===== src/rtl/br_pkg.sv =====
package br_pkg;
   typedef enum logic [1:0] {
      BC_OTHER = 2'd0,
      BC_CMD   = 2'd1,
      BC_START = 2'd2,
      BC_TERM  = 2'd3
   } byte_class_e;
endpackage


===== src/rtl/br_classify.sv =====
module br_classify
   import br_pkg::*;
#(
   parameter int                          BYTE_W     = 8,
   parameter int                          NUM_CMD    = 4,
   parameter logic [NUM_CMD*BYTE_W-1:0]   CMD_SET    = 32'h44434241,
   parameter logic [BYTE_W-1:0]           START_CODE = 8'h24,
   parameter logic [BYTE_W-1:0]           TERM_CODE  = 8'h0A
) (
   input  logic [BYTE_W-1:0] byte_in,
   output byte_class_e       cls
);
   logic [NUM_CMD-1:0] hit;

   for (genvar i = 0; i < NUM_CMD; i++) begin : g_code
      if (CMD_SET[i*BYTE_W +: BYTE_W] == START_CODE ||
          CMD_SET[i*BYTE_W +: BYTE_W] == TERM_CODE) begin : g_clash
         $error("command code collides with a marker code");
      end
      assign hit[i] = (byte_in == CMD_SET[i*BYTE_W +: BYTE_W]);
   end

   always_comb begin
      if (byte_in == START_CODE)     cls = BC_START;
      else if (byte_in == TERM_CODE) cls = BC_TERM;
      else if (|hit)                 cls = BC_CMD;
      else                           cls = BC_OTHER;
   end
endmodule


===== src/rtl/br_ring_q.sv =====
module br_ring_q #(
   parameter int W     = 9,
   parameter int DEPTH = 16
) (
   input  logic         clk,
   input  logic         rst_n,
   input  logic         push,
   input  logic [W-1:0] wdata,
   input  logic         pop,
   output logic [W-1:0] rdata,
   output logic         empty,
   output logic         full
);
   localparam int AW = $clog2(DEPTH);

   logic [W-1:0] mem [DEPTH];
   logic [AW:0]  wr_ptr, rd_ptr;
   logic [AW:0]  used;
   logic         do_push, do_pop;

   assign used    = wr_ptr - rd_ptr;
   assign full    = (used == (AW+1)'(DEPTH));
   assign empty   = (wr_ptr == rd_ptr);
   assign do_push = push && !full;
   assign do_pop  = pop && !empty;
   assign rdata   = mem[rd_ptr[AW-1:0]];

   always_ff @(posedge clk) begin
      if (do_push) mem[wr_ptr[AW-1:0]] <= wdata;
   end

   always_ff @(posedge clk) begin
      if (!rst_n) begin
         wr_ptr <= '0;
         rd_ptr <= '0;
      end else begin
         if (do_push) wr_ptr <= wr_ptr + 1'b1;
         if (do_pop)  rd_ptr <= rd_ptr + 1'b1;
      end
   end
endmodule


===== src/rtl/br_str_ring.sv =====
module br_str_ring #(
   parameter int W     = 8,
   parameter int DEPTH = 128
) (
   input  logic         clk,
   input  logic         rst_n,
   input  logic         wr_en,
   input  logic [W-1:0] wdata,
   input  logic         commit,
   input  logic         rollback,
   input  logic         pop,
   output logic [W-1:0] rdata,
   output logic         empty,
   output logic         room
);
   localparam int AW = $clog2(DEPTH);

   logic [W-1:0] mem [DEPTH];
   // wr_ptr: next free slot; base_ptr: end of committed data; rd_ptr: head
   logic [AW:0]  wr_ptr, base_ptr, rd_ptr;
   logic [AW:0]  held;
   logic         do_pop;

   assign held   = wr_ptr - rd_ptr;
   assign room   = (held != (AW+1)'(DEPTH));
   assign empty  = (rd_ptr == base_ptr);
   assign do_pop = pop && !empty;
   assign rdata  = mem[rd_ptr[AW-1:0]];

   always_ff @(posedge clk) begin
      if (wr_en && room) mem[wr_ptr[AW-1:0]] <= wdata;
   end

   always_ff @(posedge clk) begin
      if (!rst_n) begin
         wr_ptr   <= '0;
         base_ptr <= '0;
         rd_ptr   <= '0;
      end else begin
         if (rollback)          wr_ptr <= base_ptr;
         else if (wr_en && room) wr_ptr <= wr_ptr + 1'b1;
         if (commit)            base_ptr <= wr_ptr;
         if (do_pop)            rd_ptr <= rd_ptr + 1'b1;
      end
   end
endmodule


===== src/rtl/byte_router.sv =====
module byte_router
   import br_pkg::*;
#(
   parameter int                        BYTE_W      = 8,
   parameter int                        NUM_CMD     = 4,
   parameter logic [NUM_CMD*BYTE_W-1:0] CMD_SET     = 32'h44434241,
   parameter logic [BYTE_W-1:0]         START_CODE  = 8'h24,
   parameter logic [BYTE_W-1:0]         TERM_CODE   = 8'h0A,
   parameter int                        CMD_DEPTH   = 16,
   parameter int                        STR_DEPTH   = 128,
   parameter int                        MAX_STR_LEN = 96
) (
   input  logic              clk,
   input  logic              rst_n,
   input  logic [BYTE_W-1:0] rx_byte,
   input  logic              rx_valid,
   input  logic              cmd_rd,
   output logic [BYTE_W:0]   cmd_data,
   output logic              cmd_empty,
   input  logic              str_rd,
   output logic [BYTE_W-1:0] str_data,
   output logic              str_empty,
   output logic              ovf_flag
);
   localparam int LEN_W   = $clog2(MAX_STR_LEN + 1);
   localparam int ENTRY_W = BYTE_W + 1;

   if (CMD_DEPTH < 2 || (CMD_DEPTH & (CMD_DEPTH - 1)) != 0) begin : g_bad_cmd_depth
      $error("CMD_DEPTH must be a power of two of at least 2");
   end
   if (STR_DEPTH < 2 || (STR_DEPTH & (STR_DEPTH - 1)) != 0) begin : g_bad_str_depth
      $error("STR_DEPTH must be a power of two of at least 2");
   end
   if (MAX_STR_LEN < 1 || LEN_W > BYTE_W) begin : g_bad_len
      $error("MAX_STR_LEN must fit the entry payload");
   end
   if (START_CODE == TERM_CODE) begin : g_bad_markers
      $error("start and terminator codes must differ");
   end

   byte_class_e        cls;
   logic               capturing, cap_nxt;
   logic [LEN_W-1:0]   len_q, len_nxt;
   logic               ovf_set;
   logic               cmd_push, cmd_full;
   logic [ENTRY_W-1:0] cmd_wdata;
   logic               s_wr, s_commit, s_roll, s_room;

   br_classify #(
      .BYTE_W(BYTE_W), .NUM_CMD(NUM_CMD), .CMD_SET(CMD_SET),
      .START_CODE(START_CODE), .TERM_CODE(TERM_CODE)
   ) cls_i (
      .byte_in(rx_byte),
      .cls    (cls)
   );

   always_comb begin
      cap_nxt   = capturing;
      len_nxt   = len_q;
      cmd_push  = 1'b0;
      cmd_wdata = '0;
      s_wr      = 1'b0;
      s_commit  = 1'b0;
      s_roll    = 1'b0;
      ovf_set   = 1'b0;
      if (rx_valid) begin
         if (capturing) begin
            unique case (cls)
               BC_START: begin
                  s_roll  = 1'b1;
                  len_nxt = '0;
               end
               BC_TERM: begin
                  cap_nxt = 1'b0;
                  if (!cmd_full) begin
                     cmd_push  = 1'b1;
                     cmd_wdata = {1'b1, BYTE_W'(len_q)};
                     s_commit  = 1'b1;
                  end else begin
                     s_roll  = 1'b1;
                     ovf_set = 1'b1;
                  end
               end
               default: begin
                  if (len_q == LEN_W'(MAX_STR_LEN) || !s_room) begin
                     s_roll  = 1'b1;
                     cap_nxt = 1'b0;
                  end else begin
                     s_wr    = 1'b1;
                     len_nxt = len_q + 1'b1;
                  end
               end
            endcase
         end else begin
            unique case (cls)
               BC_START: begin
                  cap_nxt = 1'b1;
                  len_nxt = '0;
               end
               BC_CMD: begin
                  if (!cmd_full) begin
                     cmd_push  = 1'b1;
                     cmd_wdata = {1'b0, rx_byte};
                  end else begin
                     ovf_set = 1'b1;
                  end
               end
               default: ;
            endcase
         end
      end
   end

   always_ff @(posedge clk) begin
      if (!rst_n) begin
         capturing <= 1'b0;
         len_q     <= '0;
         ovf_flag  <= 1'b0;
      end else begin
         capturing <= cap_nxt;
         len_q     <= len_nxt;
         if (ovf_set) ovf_flag <= 1'b1;
      end
   end

   br_ring_q #(.W(ENTRY_W), .DEPTH(CMD_DEPTH)) cmdq_i (
      .clk  (clk),
      .rst_n(rst_n),
      .push (cmd_push),
      .wdata(cmd_wdata),
      .pop  (cmd_rd),
      .rdata(cmd_data),
      .empty(cmd_empty),
      .full (cmd_full)
   );

   br_str_ring #(.W(BYTE_W), .DEPTH(STR_DEPTH)) strq_i (
      .clk     (clk),
      .rst_n   (rst_n),
      .wr_en   (s_wr),
      .wdata   (rx_byte),
      .commit  (s_commit),
      .rollback(s_roll),
      .pop     (str_rd),
      .rdata   (str_data),
      .empty   (str_empty),
      .room    (s_room)
   );
endmodule


===== config.mk =====
export PLATFORM = sky130hd
export DESIGN_NAME = byte_router
export DESIGN_NICKNAME = d
export VERILOG_FILES = /design/src/rtl/br_pkg.sv /design/src/rtl/br_classify.sv /design/src/rtl/br_ring_q.sv /design/src/rtl/br_str_ring.sv /design/src/rtl/byte_router.sv
export SDC_FILE = /design/constraint.sdc
export NUM_CORES = 1
export LEC_CHECK = 0
export CORE_MARGIN = 2
export CORE_UTILIZATION = 44
export DETAILED_ROUTE_END_ITERATION = 12
export GPL_TIMING_DRIVEN = 0
export PLACE_DENSITY = 0.62
export SLEW_MARGIN = 20
export SYNTH_ARGS = -nofsm -noshare
export SYNTH_HDL_FRONTEND = slang
export SYNTH_SLANG_ARGS = --single-unit

===== constraint.sdc =====
create_clock -name clk -period 4.22 [get_ports clk]
set_input_delay 0.844 -clock clk [delete_from_list [all_inputs] [get_ports clk]]
set_output_delay 0.844 -clock clk [all_outputs]
set_load 0.02 [all_outputs]

# ---- After elaboration in Yosys (flattened, before gate mapping)
# Memories as Yosys holds them, arrays and structs flattened. A register that Yosys moved wholly into a read port is not among the register bits.
# Index checks and enable logic that the tools add are counted.
dict set report word_totals {
  in_bits 13
  register_bits 43
  mem_count 2
  mem_bits_rw 1168
  out_inout_bits 20
  elab_cells 93
}
# memory depth word_bits rd rd_ports_with_merged_regs wr line_no
set mem_list {}
lappend mem_list {strq_i.mem 128 8 1 1 1 br_str_ring.sv:18} ;# logic [W-1:0] mem [DEPTH];
lappend mem_list {cmdq_i.mem 16 9 1 1 1 br_ring_q.sv:16} ;# logic [W-1:0] mem [DEPTH];
dict set report op_classes {
  n_mux 46
  n_addsub 7
  n_reduce_logical 14
  n_eq_ne 16
}
# op n
set ops {}
lappend ops {{two-way mux 9 bit} 4}
lappend ops {{two-way mux 7 bit} 5}
lappend ops {{equality test 8 x 7 -> 1 bit (second input constant)} 4}
lappend ops {{two-way mux 8 bit} 4}
lappend ops {{two-way mux 1 bit} 26}
lappend ops {{adder 8 x 1 -> 8 bit (second input constant)} 2}
lappend ops {{one-hot mux 7 bit (2 select lines)} 1}
lappend ops {{adder 5 x 1 -> 5 bit (second input constant)} 2}
lappend ops {{equality test 8 x 4 -> 1 bit (second input constant)} 1}
lappend ops {{equality test 8 x 6 -> 1 bit (second input constant)} 1}
lappend ops {{equality test 8 bit} 1}
lappend ops {{two-way mux 4 bit} 2}
lappend ops {{inequality test 8 bit (second input constant)} 1}
lappend ops {{subtractor 8 bit} 1}
lappend ops {{adder 7 x 1 -> 7 bit (second input constant)} 1}
lappend ops {{equality test 7 bit (second input constant)} 1}
lappend ops {{equality test 5 bit} 1}
lappend ops {{equality test 5 bit (second input constant)} 1}
lappend ops {{subtractor 5 bit} 1}
lappend ops {{equality test 2 bit (second input constant)} 2}
lappend ops {{logical AND 1 bit} 4}
lappend ops {{zero test 1 bit} 4}
lappend ops {{two-way mux 2 bit} 2}
lappend ops {{one-hot mux 1 bit (2 select lines)} 2}
lappend ops {{8 further kinds} 9}

# ---- Logic depth before layout (Yosys ltp)
dict set report logic_depth {
  word_depth 13
  mapped_depth 13
  ltp_nobuf 10
}

# ---- Hierarchy
# From an unflattened synthesis, not the netlist that was laid out.
dict set report hier_totals {
  hier_cells 2238
  area_unflattened_um2 48172.5
}
# mod area_per_inst_um2 cells_each n_inst
set by_module_without_submodules {}
lappend by_module_without_submodules {br_str_ring 41217.0 1851 1}
lappend by_module_without_submodules {br_ring_q 6264.8 300 1}
lappend by_module_without_submodules {byte_router 605.6 75 1}
lappend by_module_without_submodules {br_classify 85.1 12 1}

# ---- Least setup slack after synthesis
# Ideal clock, no wire load.
dict set report synth_path {
  path_type {reg-to-output}
  from {reg (tool-made name)}
  to {out str_data[0]}
  n_path_buf 4
  setup_slack_ns 1.025
  required_ns 3.376
  path_stages_with_launch 9
  t_arrival_ns 2.351
  path_cell_list {dfxtp_1 -> clkbuf_1 -> buf_4 -> buf_6 -> buf_2 -> mux4_2 -> mux4_2 -> mux2i_1 -> a221oi_1}
}
# item line_no
set synth_rtl {}
lappend synth_rtl {{end: declaration} byte_router.sv:21} ;# output logic [BYTE_W-1:0] str_data,

==> reports/results.txt <==
CP Max Fanout: 7
Max Fclk: 229.6 MHz
Yosys top cell area share: 73.04%
Final Hold Viols: 0
Root Buffer: clkbuf_16
Worst path top cell family by delay: multiplexers
Netlist cell types: 60
H-tree depth: 3
slowest CP cell: mux4_2
Final #Nets: 2,456
Vias/cell: 5.897
Synth area leaders: edfxtp_1, mux4_2, dfxtp_1
Power Dens Cells: 429.2 nW/µm²
CP startpoint kind: flop
Mapped Cells: 2,221
Routed Antenna Nets: 0
RD Place Congestion: 0.8563
Diodes inserted: 0
WHS: 0.4776 ns
Fill cells: 8,293
Overflow after GRT: 0
worst slew pin tran: 1.042 ns
hold_buf cts: 0
vias: 23,180
synthesized area per cell: 21.62 µm²
clk buf depth: 3
Synth area leader: edfxtp_1
Tmin final: 4.356 ns
Setup TNS Final: -0.4702 ns
most common cell in the synthesized netlist: edfxtp_1
Setup-failing EPs final: 7
share of cells above drive strength 1: 31.36%
Power Total: 0.02384 W
post-layout util: 51.17%
CTS tree: done
FP Rows: 121
HP Start: ovf_flag
EDFF count, synth: 1,168
drt drc: 0
CP Capture Type: primary output
Main synth FF type: edfxtp_1
Crit path required time: 3.38 ns
initial antenna violation count: 2
Initial Util: 44.24%
Die X: 334.4 µm
Total Wirelength: 115,600 µm
Setup CP Type: flop to primary output
CTS Sinks: 1,222
port bufs: 31
Die H: 334.4 µm
largest net degree at the start of global routing: 103
number of global-route vias before repair: 23,750
Buf+Inv Stages, Crit Path: 4
failing checks: negative setup slack
Max VDD drop: 418.5 µV
dpl hpwl: 74,520 µm
Slew headroom: 30.27%
Routed WL per cell: 29.42 µm
Post-Synthesis Cell Area: 48,020 µm²
first-pass iteration count of the detailed router: 6
crit path cell chain: buf_12 -> clkbuf_16 -> buf_12 -> mux4_2 -> mux4_2 -> mux2i_1 -> a22o_1 -> a221oi_4 -> buf_4
Clock Latency Late Sink: 0.71 ns
die area: 111,800 µm²
Clock Skew: 0.02496 ns
Hold Path Class: flop to flop
RSZ-0062 raised after global routing: yes
total I/O pin count: 33
first-pass GRT wire length: 165,900 µm
CORE AREA: 108,600 µm²
WP data arrival: 3.51 ns
Critical R2R Launch: strq_i.wr_ptr[0]
leakage: 16.86 nW
initial drt markers: 2,617
number of synthesized register bits: 1,222
total CTS buffers: 120
part of the Yosys area used for sequential elements: 75.29%
P&R area growth vs syn: 15.68%
Post-synth top cells: edfxtp_1, mux4_2, nor2_1
Crit path largest cell delay: 0.55 ns
yosys warns: 0
maxcap violations: 0
status: finished with violations
Slew Limit Fails: 0
final setup margin: -0.1356 ns
Total GRT Usage: 20.69%
Reg clk slew, reported paths: 0.06 ns
ys async rst share: 0%
Tcrit/Tclk final: 103.2%
placed cells by master, fill, tap and decap left out, drive strengths merged, types with 12 or more instances in the layout:
cell	netlist	routed
buf	68	118
mux4	365	365
mux2i	42	42
conb	1	16
clkdlybuf4s50	0	15
clkbuf	49	196
clkinv	0	51
dfxtp	54	54
and3	12	12
xor2	18	18
ha	20	20
nor2	184	184
o21ai	16	16
nand4	14	14
nand3	13	13
edfxtp	1168	1168
nand2	40	40
xnor2	13	13
a21oi	15	15
inv	22	25
tightest hold or removal path: stages (launching register included):
cell	delay, ns
dfxtp_1	0.33
nor2_1	0.05
nor2_1	0.07
layer usage:
metal	global-route usage, %	part of all wire (%)
met2	34.21	49
met4	5.703	2.6
met5	0	0.016
met3	4.140	6.9
met1	28.12	41
cell families after synthesis:
group | Yosys count | share of synthesized area [%]
flip-flops | 1222 | 75.29
multiplexers | 407 | 17.99
AND/OR/NAND/NOR | 321 | 3.067
buffers and inverters | 139 | 1.373
AO/OA/AOI/OAI | 80 | 1.178
XOR/XNOR | 31 | 0.5654
adder cells (fa/ha/maj) | 20 | 0.5211
other | 1 | 0.007809
final timing paths:
check	end	slack [ns]	cells past startpoint
min reg2reg	ovf_flag	0.48	2
max reg2reg	strq_i.mem[89][3]	0.17	13
max	str_data[1]	-0.14	9
min	ovf_flag	0.48	2
state kept, by name (all words and copies together), names as in the netlist, named ones only:
name             cells
strq_i.rd_ptr        8
capturing            1
strq_i.mem        1024
ovf_flag             1
cmdq_i.rd_ptr        5
strq_i.base_ptr      8
strq_i.wr_ptr        8
len_q                7
cmdq_i.wr_ptr        5
cmdq_i.mem         144
final cells by class:
| class | instances | area, µm² | share of cell area, % |
|---|---|---|---|
| plain buffers | 113 | 1080 | 1.944 |
| clock buffers | 148 | 3118 | 5.613 |
| clock inverters | 67 | 576.8 | 1.038 |
| inverters | 22 | 82.58 | 0.1487 |
| multi-input cells | 875 | 11910 | 21.45 |
| flip-flops and latches | 1222 | 36160 | 65.10 |
| well taps | 1414 | 1769 | 3.185 |
| repair buffers | 69 | 845.8 | 1.523 |
where the power goes:
group          leakage, nW  switching (W)  internal (W)
sequential            11.1      0.0000151        0.0133
clock                 1.79        0.00445       0.00570
combinational         3.97       0.000290      0.000124
total                 16.9        0.00476        0.0191
what timing repair did:
action / CTS / global route
hold endpoints to repair: 0 / 0
pin swaps: 5 / 2
setup endpoints to repair: 259 / 249
gates resized for setup: 283 / 81
buffers inserted: 4 / 18
cloned: 0 / 3
stage by stage:
stage / worst slack, ns / instances / instance area [µm²]
2_1_floorplan: 1.025 / 2236 / 48070
3_3_place_gp: -5.003 / 3681 / 50150
3_5_place_dp: -1.168 / 3694 / 50450
4_1_cts: -0.1564 / 3909 / 54980
5_1_grt: -0.1390 / 3930 / 55550
6_report: -0.1356 / 3930 / 55550
No activity file was read; power rests on OpenSTA's default activity.
